[src/rtl/rfg_pkg.sv]
package rfg_pkg;
  localparam int unsigned CRC_W    = 8;
  localparam logic [7:0]  CRC_POLY = 8'h07;
endpackage

[src/rtl/rfg_crc8.sv]
module rfg_crc8 #(
  parameter int unsigned DW = 32
) (
  input  logic [DW-1:0]            data_i,
  output logic [rfg_pkg::CRC_W-1:0] crc_o
);
  import rfg_pkg::*;

  always_comb begin
    logic [CRC_W-1:0] c;
    logic             fb;
    c = '0;
    for (int i = DW - 1; i >= 0; i--) begin
      fb = c[CRC_W-1] ^ data_i[i];
      c  = {c[CRC_W-2:0], 1'b0} ^ (fb ? CRC_POLY : '0);
    end
    crc_o = c;
  end
endmodule

[src/rtl/rfg_regfile.sv]
module rfg_regfile #(
  parameter int unsigned NREG = 16,
  parameter int unsigned DW   = 32,
  localparam int unsigned AW  = $clog2(NREG),
  localparam int unsigned BW  = $clog2(DW)
) (
  input  logic                      clk_i,
  input  logic                      rst_ni,
  input  logic                      wr_en_i,
  input  logic [AW-1:0]             wr_addr_i,
  input  logic [DW-1:0]             wr_data_i,
  input  logic                      inj_en_i,
  input  logic [AW-1:0]             inj_addr_i,
  input  logic [BW-1:0]             inj_bit_i,
  input  logic [AW-1:0]             rd_addr_i,
  output logic [DW-1:0]             rd_data_o,
  input  logic [AW-1:0]             chk_addr_i,
  output logic [DW-1:0]             chk_data_o,
  output logic [rfg_pkg::CRC_W-1:0] chk_crc_o
);
  import rfg_pkg::*;

  logic [DW-1:0]    rf_q  [NREG];
  logic [CRC_W-1:0] crc_q [NREG];
  logic [CRC_W-1:0] wr_crc;

  rfg_crc8 #(.DW(DW)) u_wr_crc (.data_i(wr_data_i), .crc_o(wr_crc));

  for (genvar g = 0; g < NREG; g++) begin : g_reg
    logic wr_hit, inj_hit;
    assign wr_hit  = wr_en_i && (wr_addr_i == AW'(g));
    assign inj_hit = inj_en_i && (inj_addr_i == AW'(g));

    always_ff @(posedge clk_i or negedge rst_ni) begin
      if (!rst_ni) begin
        rf_q[g]  <= '0;
        crc_q[g] <= '0;
      end else if (wr_hit) begin
        rf_q[g]  <= wr_data_i;
        crc_q[g] <= wr_crc;
      end else if (inj_hit) begin
        // corrupt the word only; checksum stays stale on purpose
        rf_q[g] <= rf_q[g] ^ (DW'(1) << inj_bit_i);
      end
    end
  end

  assign rd_data_o  = rf_q[rd_addr_i];
  assign chk_data_o = rf_q[chk_addr_i];
  assign chk_crc_o  = crc_q[chk_addr_i];
endmodule

[src/rtl/rfg_cache.sv]
module rfg_cache #(
  parameter int unsigned NREG = 16,
  parameter int unsigned DW   = 32,
  parameter int unsigned NWAY = 4,
  localparam int unsigned AW  = $clog2(NREG),
  localparam int unsigned PW  = (NWAY > 1) ? $clog2(NWAY) : 1
) (
  input  logic          clk_i,
  input  logic          rst_ni,
  input  logic [AW-1:0] lk_addr_i,
  output logic          lk_hit_o,
  output logic [DW-1:0] lk_val_o,
  input  logic          upd_en_i,
  input  logic [AW-1:0] upd_addr_i,
  input  logic [DW-1:0] upd_data_i,
  input  logic          alloc_en_i,
  input  logic [AW-1:0] alloc_addr_i,
  input  logic [DW-1:0] alloc_data_i
);
  logic [NWAY-1:0] valid_q;
  logic [AW-1:0]   idx_q [NWAY];
  logic [DW-1:0]   val_q [NWAY];
  logic [PW-1:0]   ptr_q;
  logic [NWAY-1:0] hit_vec;

  for (genvar w = 0; w < NWAY; w++) begin : g_way
    logic upd_hit, alloc_sel;
    assign hit_vec[w] = valid_q[w] && (idx_q[w] == lk_addr_i);
    assign upd_hit    = upd_en_i && valid_q[w] && (idx_q[w] == upd_addr_i);
    assign alloc_sel  = alloc_en_i && (ptr_q == PW'(w));

    always_ff @(posedge clk_i or negedge rst_ni) begin
      if (!rst_ni) begin
        valid_q[w] <= 1'b0;
        idx_q[w]   <= '0;
        val_q[w]   <= '0;
      end else if (alloc_sel) begin
        valid_q[w] <= 1'b1;
        idx_q[w]   <= alloc_addr_i;
        val_q[w]   <= alloc_data_i;
      end else if (upd_hit) begin
        val_q[w] <= upd_data_i;
      end
    end
  end

  always_comb begin
    lk_val_o = '0;
    for (int w = 0; w < NWAY; w++)
      if (hit_vec[w]) lk_val_o = val_q[w];
  end
  assign lk_hit_o = |hit_vec;

  always_ff @(posedge clk_i or negedge rst_ni) begin
    if (!rst_ni) ptr_q <= '0;
    else if (alloc_en_i) ptr_q <= (ptr_q == PW'(NWAY - 1)) ? '0 : ptr_q + 1'b1;
  end

  AST_ONE_ENTRY_PER_REG: assert property (@(posedge clk_i) disable iff (!rst_ni)
    $onehot0(hit_vec));
  AST_FILL_VALID: assert property (@(posedge clk_i) disable iff (!rst_ni)
    alloc_en_i |=> valid_q[$past(ptr_q)]);
endmodule

[src/rtl/rfg_ctrl.sv]
module rfg_ctrl #(
  parameter int unsigned NREG = 16,
  parameter int unsigned DW   = 32,
  localparam int unsigned AW  = $clog2(NREG)
) (
  input  logic                      clk_i,
  input  logic                      rst_ni,
  input  logic                      rd_en_i,
  input  logic [AW-1:0]             rd_addr_i,
  input  logic [DW-1:0]             rd_data_i,
  input  logic                      wr_en_i,
  input  logic [AW-1:0]             wr_addr_i,
  input  logic [DW-1:0]             wr_data_i,
  input  logic                      lk_hit_i,
  input  logic [DW-1:0]             lk_val_i,
  output logic [AW-1:0]             chk_addr_o,
  input  logic [DW-1:0]             chk_data_i,
  input  logic [rfg_pkg::CRC_W-1:0] chk_crc_i,
  output logic                      alloc_en_o,
  output logic [DW-1:0]             alloc_data_o,
  output logic                      stall_o,
  output logic                      err_o,
  output logic [AW-1:0]             err_addr_o
);
  import rfg_pkg::*;

  logic             stall_q, err_q;
  logic [AW-1:0]    pend_q, err_addr_q;
  logic [CRC_W-1:0] chk_crc_calc;
  logic             rd_acc, hit_fail, chk_fail, err_d;

  rfg_crc8 #(.DW(DW)) u_chk_crc (.data_i(chk_data_i), .crc_o(chk_crc_calc));

  assign rd_acc   = rd_en_i && !stall_q;
  assign hit_fail = rd_acc && lk_hit_i && (lk_val_i != rd_data_i);
  assign chk_fail = stall_q && (chk_crc_calc != chk_crc_i);
  assign err_d    = hit_fail || chk_fail;

  assign chk_addr_o   = pend_q;
  assign alloc_en_o   = stall_q && !chk_fail;
  // a same-cycle write to the pending register must land in the fill
  assign alloc_data_o = (wr_en_i && wr_addr_i == pend_q) ? wr_data_i : chk_data_i;

  always_ff @(posedge clk_i or negedge rst_ni) begin
    if (!rst_ni) begin
      stall_q    <= 1'b0;
      pend_q     <= '0;
      err_q      <= 1'b0;
      err_addr_q <= '0;
    end else begin
      stall_q    <= rd_acc && !lk_hit_i;
      if (rd_acc) pend_q <= rd_addr_i;
      err_q      <= err_d;
      err_addr_q <= err_d ? (stall_q ? pend_q : rd_addr_i) : '0;
    end
  end

  assign stall_o    = stall_q;
  assign err_o      = err_q;
  assign err_addr_o = err_addr_q;

  AST_STALL_SINGLE: assert property (@(posedge clk_i) disable iff (!rst_ni)
    stall_q |=> !stall_q);
  AST_STALL_AFTER_READ: assert property (@(posedge clk_i) disable iff (!rst_ni)
    $rose(stall_q) |-> $past(rd_en_i));
  AST_ERR_HAS_SOURCE: assert property (@(posedge clk_i) disable iff (!rst_ni)
    err_q |-> $past(rd_en_i || stall_q));
  AST_NO_FILL_ON_FAIL: assert property (@(posedge clk_i) disable iff (!rst_ni)
    (err_q && $past(stall_q)) |-> $past(!alloc_en_o));
endmodule

[src/rtl/rf_guard.sv]
module rf_guard #(
  parameter int unsigned NREG = 16,
  parameter int unsigned DW   = 32,
  parameter int unsigned NWAY = 4,
  localparam int unsigned AW  = $clog2(NREG),
  localparam int unsigned BW  = $clog2(DW)
) (
  input  logic          clk_i,
  input  logic          rst_ni,
  input  logic          wr_en_i,
  input  logic [AW-1:0] wr_addr_i,
  input  logic [DW-1:0] wr_data_i,
  input  logic          rd_en_i,
  input  logic [AW-1:0] rd_addr_i,
  output logic [DW-1:0] rd_data_o,
  output logic          stall_o,
  output logic          err_o,
  output logic [AW-1:0] err_addr_o,
  input  logic          inj_en_i,
  input  logic [AW-1:0] inj_addr_i,
  input  logic [BW-1:0] inj_bit_i
);
  import rfg_pkg::*;

  logic [AW-1:0]    chk_addr;
  logic [DW-1:0]    chk_data, lk_val, alloc_data;
  logic [CRC_W-1:0] chk_crc;
  logic             lk_hit, alloc_en;

  rfg_regfile #(.NREG(NREG), .DW(DW)) u_rf (
    .clk_i, .rst_ni,
    .wr_en_i, .wr_addr_i, .wr_data_i,
    .inj_en_i, .inj_addr_i, .inj_bit_i,
    .rd_addr_i, .rd_data_o,
    .chk_addr_i(chk_addr), .chk_data_o(chk_data), .chk_crc_o(chk_crc)
  );

  rfg_cache #(.NREG(NREG), .DW(DW), .NWAY(NWAY)) u_cache (
    .clk_i, .rst_ni,
    .lk_addr_i(rd_addr_i), .lk_hit_o(lk_hit), .lk_val_o(lk_val),
    .upd_en_i(wr_en_i), .upd_addr_i(wr_addr_i), .upd_data_i(wr_data_i),
    .alloc_en_i(alloc_en), .alloc_addr_i(chk_addr), .alloc_data_i(alloc_data)
  );

  rfg_ctrl #(.NREG(NREG), .DW(DW)) u_ctrl (
    .clk_i, .rst_ni,
    .rd_en_i, .rd_addr_i, .rd_data_i(rd_data_o),
    .wr_en_i, .wr_addr_i, .wr_data_i,
    .lk_hit_i(lk_hit), .lk_val_i(lk_val),
    .chk_addr_o(chk_addr), .chk_data_i(chk_data), .chk_crc_i(chk_crc),
    .alloc_en_o(alloc_en), .alloc_data_o(alloc_data),
    .stall_o, .err_o, .err_addr_o
  );

  AST_ERR_NOT_IN_STALL: assert property (@(posedge clk_i) disable iff (!rst_ni)
    $rose(err_o) |-> !stall_o);
endmodule

[config.mk]
export PLATFORM = sky130hd
export DESIGN_NAME = rf_guard
export DESIGN_NICKNAME = d
export VERILOG_FILES = /design/src/rtl/rfg_pkg.sv /design/src/rtl/rfg_crc8.sv /design/src/rtl/rfg_regfile.sv /design/src/rtl/rfg_cache.sv /design/src/rtl/rfg_ctrl.sv /design/src/rtl/rf_guard.sv
export SDC_FILE = /design/constraint.sdc
export NUM_CORES = 2
export LEC_CHECK = 0
export BUFFER_PORTS_ARGS = -buffer_cell sky130_fd_sc_hd__buf_2
export CAP_MARGIN = 40
export CORE_MARGIN = 4
export CORE_UTILIZATION = 45
export CTS_CLUSTER_SIZE = 8
export DETAILED_ROUTE_END_ITERATION = 8
export PLACE_DENSITY = 0.6
export SLEW_MARGIN = 20
export SYNTH_ARGS = -nofsm -noshare
export SYNTH_HDL_FRONTEND = slang
export SYNTH_HIERARCHICAL = 1
export SYNTH_SLANG_ARGS = --single-unit
[constraint.sdc]
create_clock -name clk_i -period 6.15 [get_ports clk_i]
set_clock_uncertainty 0.1 [all_clocks]
set_input_delay 1.23 -clock clk_i [delete_from_list [all_inputs] [get_ports clk_i]]
set_output_delay 1.23 -clock clk_i [all_outputs]
set_load 0.01 [all_outputs]
==> impl_metrics.yaml <==
worst_setup_path:
  cpPeakStageDelay_ns: 0.56
  critPathArrivalTime_ns: 6.55
  crit_chain: "buf_16 -> mux4_2 -> a22oi_1 -> nand2_1 -> xnor2_2 -> xor3_1 -> xnor3_1 -> xor2_1 -> xor3_1 -> xor2_1 -> nor4_1 -> and3_1 -> buf_4 -> nand2_2 -> o41a_2 -> buf_12 -> nand2_1 -> o21ai_0"
  crit_cells: 18
  critPathCaptureType: "register"
  critical-path-top-delay-family: "XOR/XNOR gates"
  worst-setup-path-type: "reg -> reg"
  timing.critical_path.from: "u_ctrl/chk_addr_o[0]"
  r2r-start: "u_ctrl/chk_addr_o[0]"
  path_buf_inv: 3
  r2r-end: "u_cache/val_q[10]"
  cp_slowest_cell: "dfrtp_4"
  crit_required_ns: 6.62
  cp_max_fo: 64
  cp-start-kind: "register"
  ff2ff_path_depth: 18
  rrSetupSlack_ns: 0.07
  cp-endpoint: "u_cache/val_q[10]"
yosys:
  synth.distinct_cells: 57
  synth_top_area_cell: "dfrtp_1"
  synthesis.nets: 5013
  synth_most_common_cell: "dfrtp_1"
  syn_area_per_cell_sq_um: 10.7
  netlist_instances: 4955
  synth_common_cells: "dfrtp_1 (800), xnor2_1 (569), nor2_1 (489)"
  async_flop_share_pct: 100
  synth.top_cell.area_share_pct: 37.7
  synth_flop_cell: "dfrtp_1"
  yosys_register_bits: 800
  synth_edf_count: 0
  yosysWarnings: 6
  synthTopCellsByArea: "dfrtp_1 (38%), mux4_2 (12%), xnor2_1 (9.4%), nor4_2 (5.2%), a21oi_1 (4.5%)"
  synth_area_sq_um: 53100
  seq_area_frac_synth_pct: 37.7
cts:
  hold_buffers: 0
  htreeDepth: 3
  cts_buffer_depth: 3
  clkTransAtPathRegs_ns: 0.05
  cts_buffers: 112
  cts_root_buf: "clkbuf_16"
  cts_sinks: 800
  clk_latency_ns: 0.74
  cts_tree: "yes"
hold_path:
  hp-class: "reg -> reg"
detailed_routing:
  num_vias: 41777
  drc: 0
  wirelength_um: 189000
  firstDrtPassIters: 6
  vias_per_cell: 6.63
  wl_per_cell_um: 30.1
  dr.first_iter.drc_count: 4843
  ant_nets: 0
floorplan:
  die_w_um: 351
  core.rowCount: 125
  die_h_um: 351
  initial_core_util_pct: 45.5
  dieArea_sq_um: 124000
  io_pins: 92
  core_area_sq_um: 117000
timing:
  drv_slew: 0
  max_slew.worst_pin.slew_ns: 1.09
  fin_ws_ns: 0.0715
  max_freq_mhz: 165
  fin_crit_ns: 6.08
  holdWs_ns: 0.374
  hold_viol: 0
  setup_violations: 0
  slew_headroom_pct: 27.6
  fin_crit_sh_pct: 98.8
layout:
  final_cells: 6299
  nFillCells: 10273
  drive_gt1_share_pct: 25.4
  area_growth_pct: 9.89
  finalNetCount: 4807
place:
  port_buffers: 91
  dp_hpwl_um: 111000
  gp_congestion: 0.887
  dp.cells: 6138
  post-place-ws_ns: 0.139
job:
  cap_violations: 0
power_and_ir_drop:
  power_frac_seq_pct: 30.4
  power_leakage_nw: 22.4
  clock_power_share_pct: 21.7
  switchingPower_mw: 10.1
  max-vdd-ir-drop_uv: 1440
  swShare_pct: 38.5
  p_total_mw: 26.2
  pwr-share-comb_pct: 47.9
  power.density_nw_per_um2: 449
  intPower_mw: 16.1
run_status:
  status: "complete, no violations"
global_route:
  grt_first_pass_wirelength_um: 281000
  grt_max_degree: 146
  grt_pass1_vias: 41196
  antenna_found_initial: 14
  grt_overflow: 0
  track_usage_pct: 30.3
-- layer usage --
metal | up-vias | GRT usage (%) | part of all wire, %
li1 | 17540 | - | -
met1 | 21388 | 41.6 | 41
met3 | 470 | 7.47 | 10
met4 | 6 | 13.4 | 4.8
met2 | 2373 | 45.6 | 44
met5 | - | 0 | 0.016
-- tightest hold or removal path: stages (launching register included) --
cell and delay [ns]:
dfrtp_1 0.33, nand2_1 0.05, o21ai_0 0.06
-- flip-flops by register name, indices dropped and copies added, names as in the netlist --
signal / flops
u_cache/val_q: 128
u_ctrl/stall_o: 1
u_cache/ptr_q: 2
u_ctrl/chk_addr_o: 4
u_ctrl/err_o: 1
u_cache/valid_q: 4
u_rf/crc_q: 128
u_ctrl/err_addr_o: 4
u_cache/idx_q: 16
u_rf/rf_q: 512
-- power by group through the flow --
| stage | sequential (mW) | clock (mW) | combinational, mW |
|---|---|---|---|
| finish | 7.96 | 5.70 | 12.6 |
| global route | 8.12 | 5.99 | 13.5 |
| CTS | 7.94 | 5.77 | 12.3 |
| detailed placement | 8.01 | 0 | 12.3 |
| global placement | 7.96 | 0 | 12.1 |
| floorplan | 7.66 | 0 | 9.34 |
-- how the worst min path moves through the flow --
stage                           start                 to  slack, ns  cells after the start
floorplan           u_cache/val_q[32]  u_cache/val_q[32]       0.34                      2
global placement    u_cache/val_q[58]  u_cache/val_q[58]       0.36                      2
detailed placement  u_cache/val_q[63]  u_cache/val_q[63]       0.36                      2
CTS                 u_cache/val_q[63]  u_cache/val_q[63]       0.38                      2
global route        u_cache/val_q[40]  u_cache/val_q[40]       0.40                      2
finish              u_cache/val_q[63]  u_cache/val_q[63]       0.37                      2
-- placed cells by master, fill, tap and decap left out, drive strengths merged, types with 2 or more instances in the layout --
master  count
nand3b      6
and2        3
clkinv      6
or3         2
nor2b       6
a221oi     33
nor4      523
and3        3
inv        12
nand2b     12
nand2     286
nand4       3
ha          4
buf       261
clkbuf    122
mux4      288
o41a        3
mux2i     128
or3b        6
dfrtp     800
diode       8
mux2      180
xnor2     577
nor2      489
a21oi     480
a22oi     144
nand3      14
o21ai     230
xor2       88
and4        2
xnor3      26
or2         2
nand4b      4
xor3       14
-- stage by stage --
| step | util, % | TNS, ns | instance area (sq um) |
|---|---|---|---|
| final | 50.0 | 0 | 58300 |
| after floorplan | - | 0 | 53100 |
| after detailed placement | 47.1 | 0 | 55000 |
| after global routing | 50.0 | -0.0126 | 58300 |
| after global placement | 46.9 | 0 | 54700 |
| after CTS | 49.7 | 0 | 58000 |
-- kinds of logic after synthesis --
kind of cell / after synthesis / share of synthesized area [%]
buffers and inverters: 589 / 5.04
xor gates and xnor gates: 705 / 12.9
and+or+nand+nor: 1365 / 16.0
muxes: 596 / 18.4
adders and majority gates: 4 / 0.0943
DFF: 800 / 37.7
AOI/OAI and AO/OA: 896 / 9.82
-- repair_timing --
| item | 4_1_cts | 5_1_grt |
|---|---|---|
| buffers inserted | 0 | 15 |
| endpoints found under the setup margin | 0 | 132 |
| resized for setup | 0 | 5 |
-- layout make-up --
cell class | count | area [sq um] | area share (%)
Clock inverter | 10 | 170 | 0.292
Timing Repair Buffer | 261 | 2660 | 4.56
Sequential cell | 800 | 20000 | 34.3
Tap cell | 1524 | 1910 | 3.27
Antenna cell | 8 | 20.0 | 0.0343
Clock buffer | 122 | 2850 | 4.89
Multi-Input combinational cell | 3566 | 30700 | 52.6
Inverter | 8 | 30.0 | 0.0515
No activity file was read; power rests on OpenSTA's default activity.
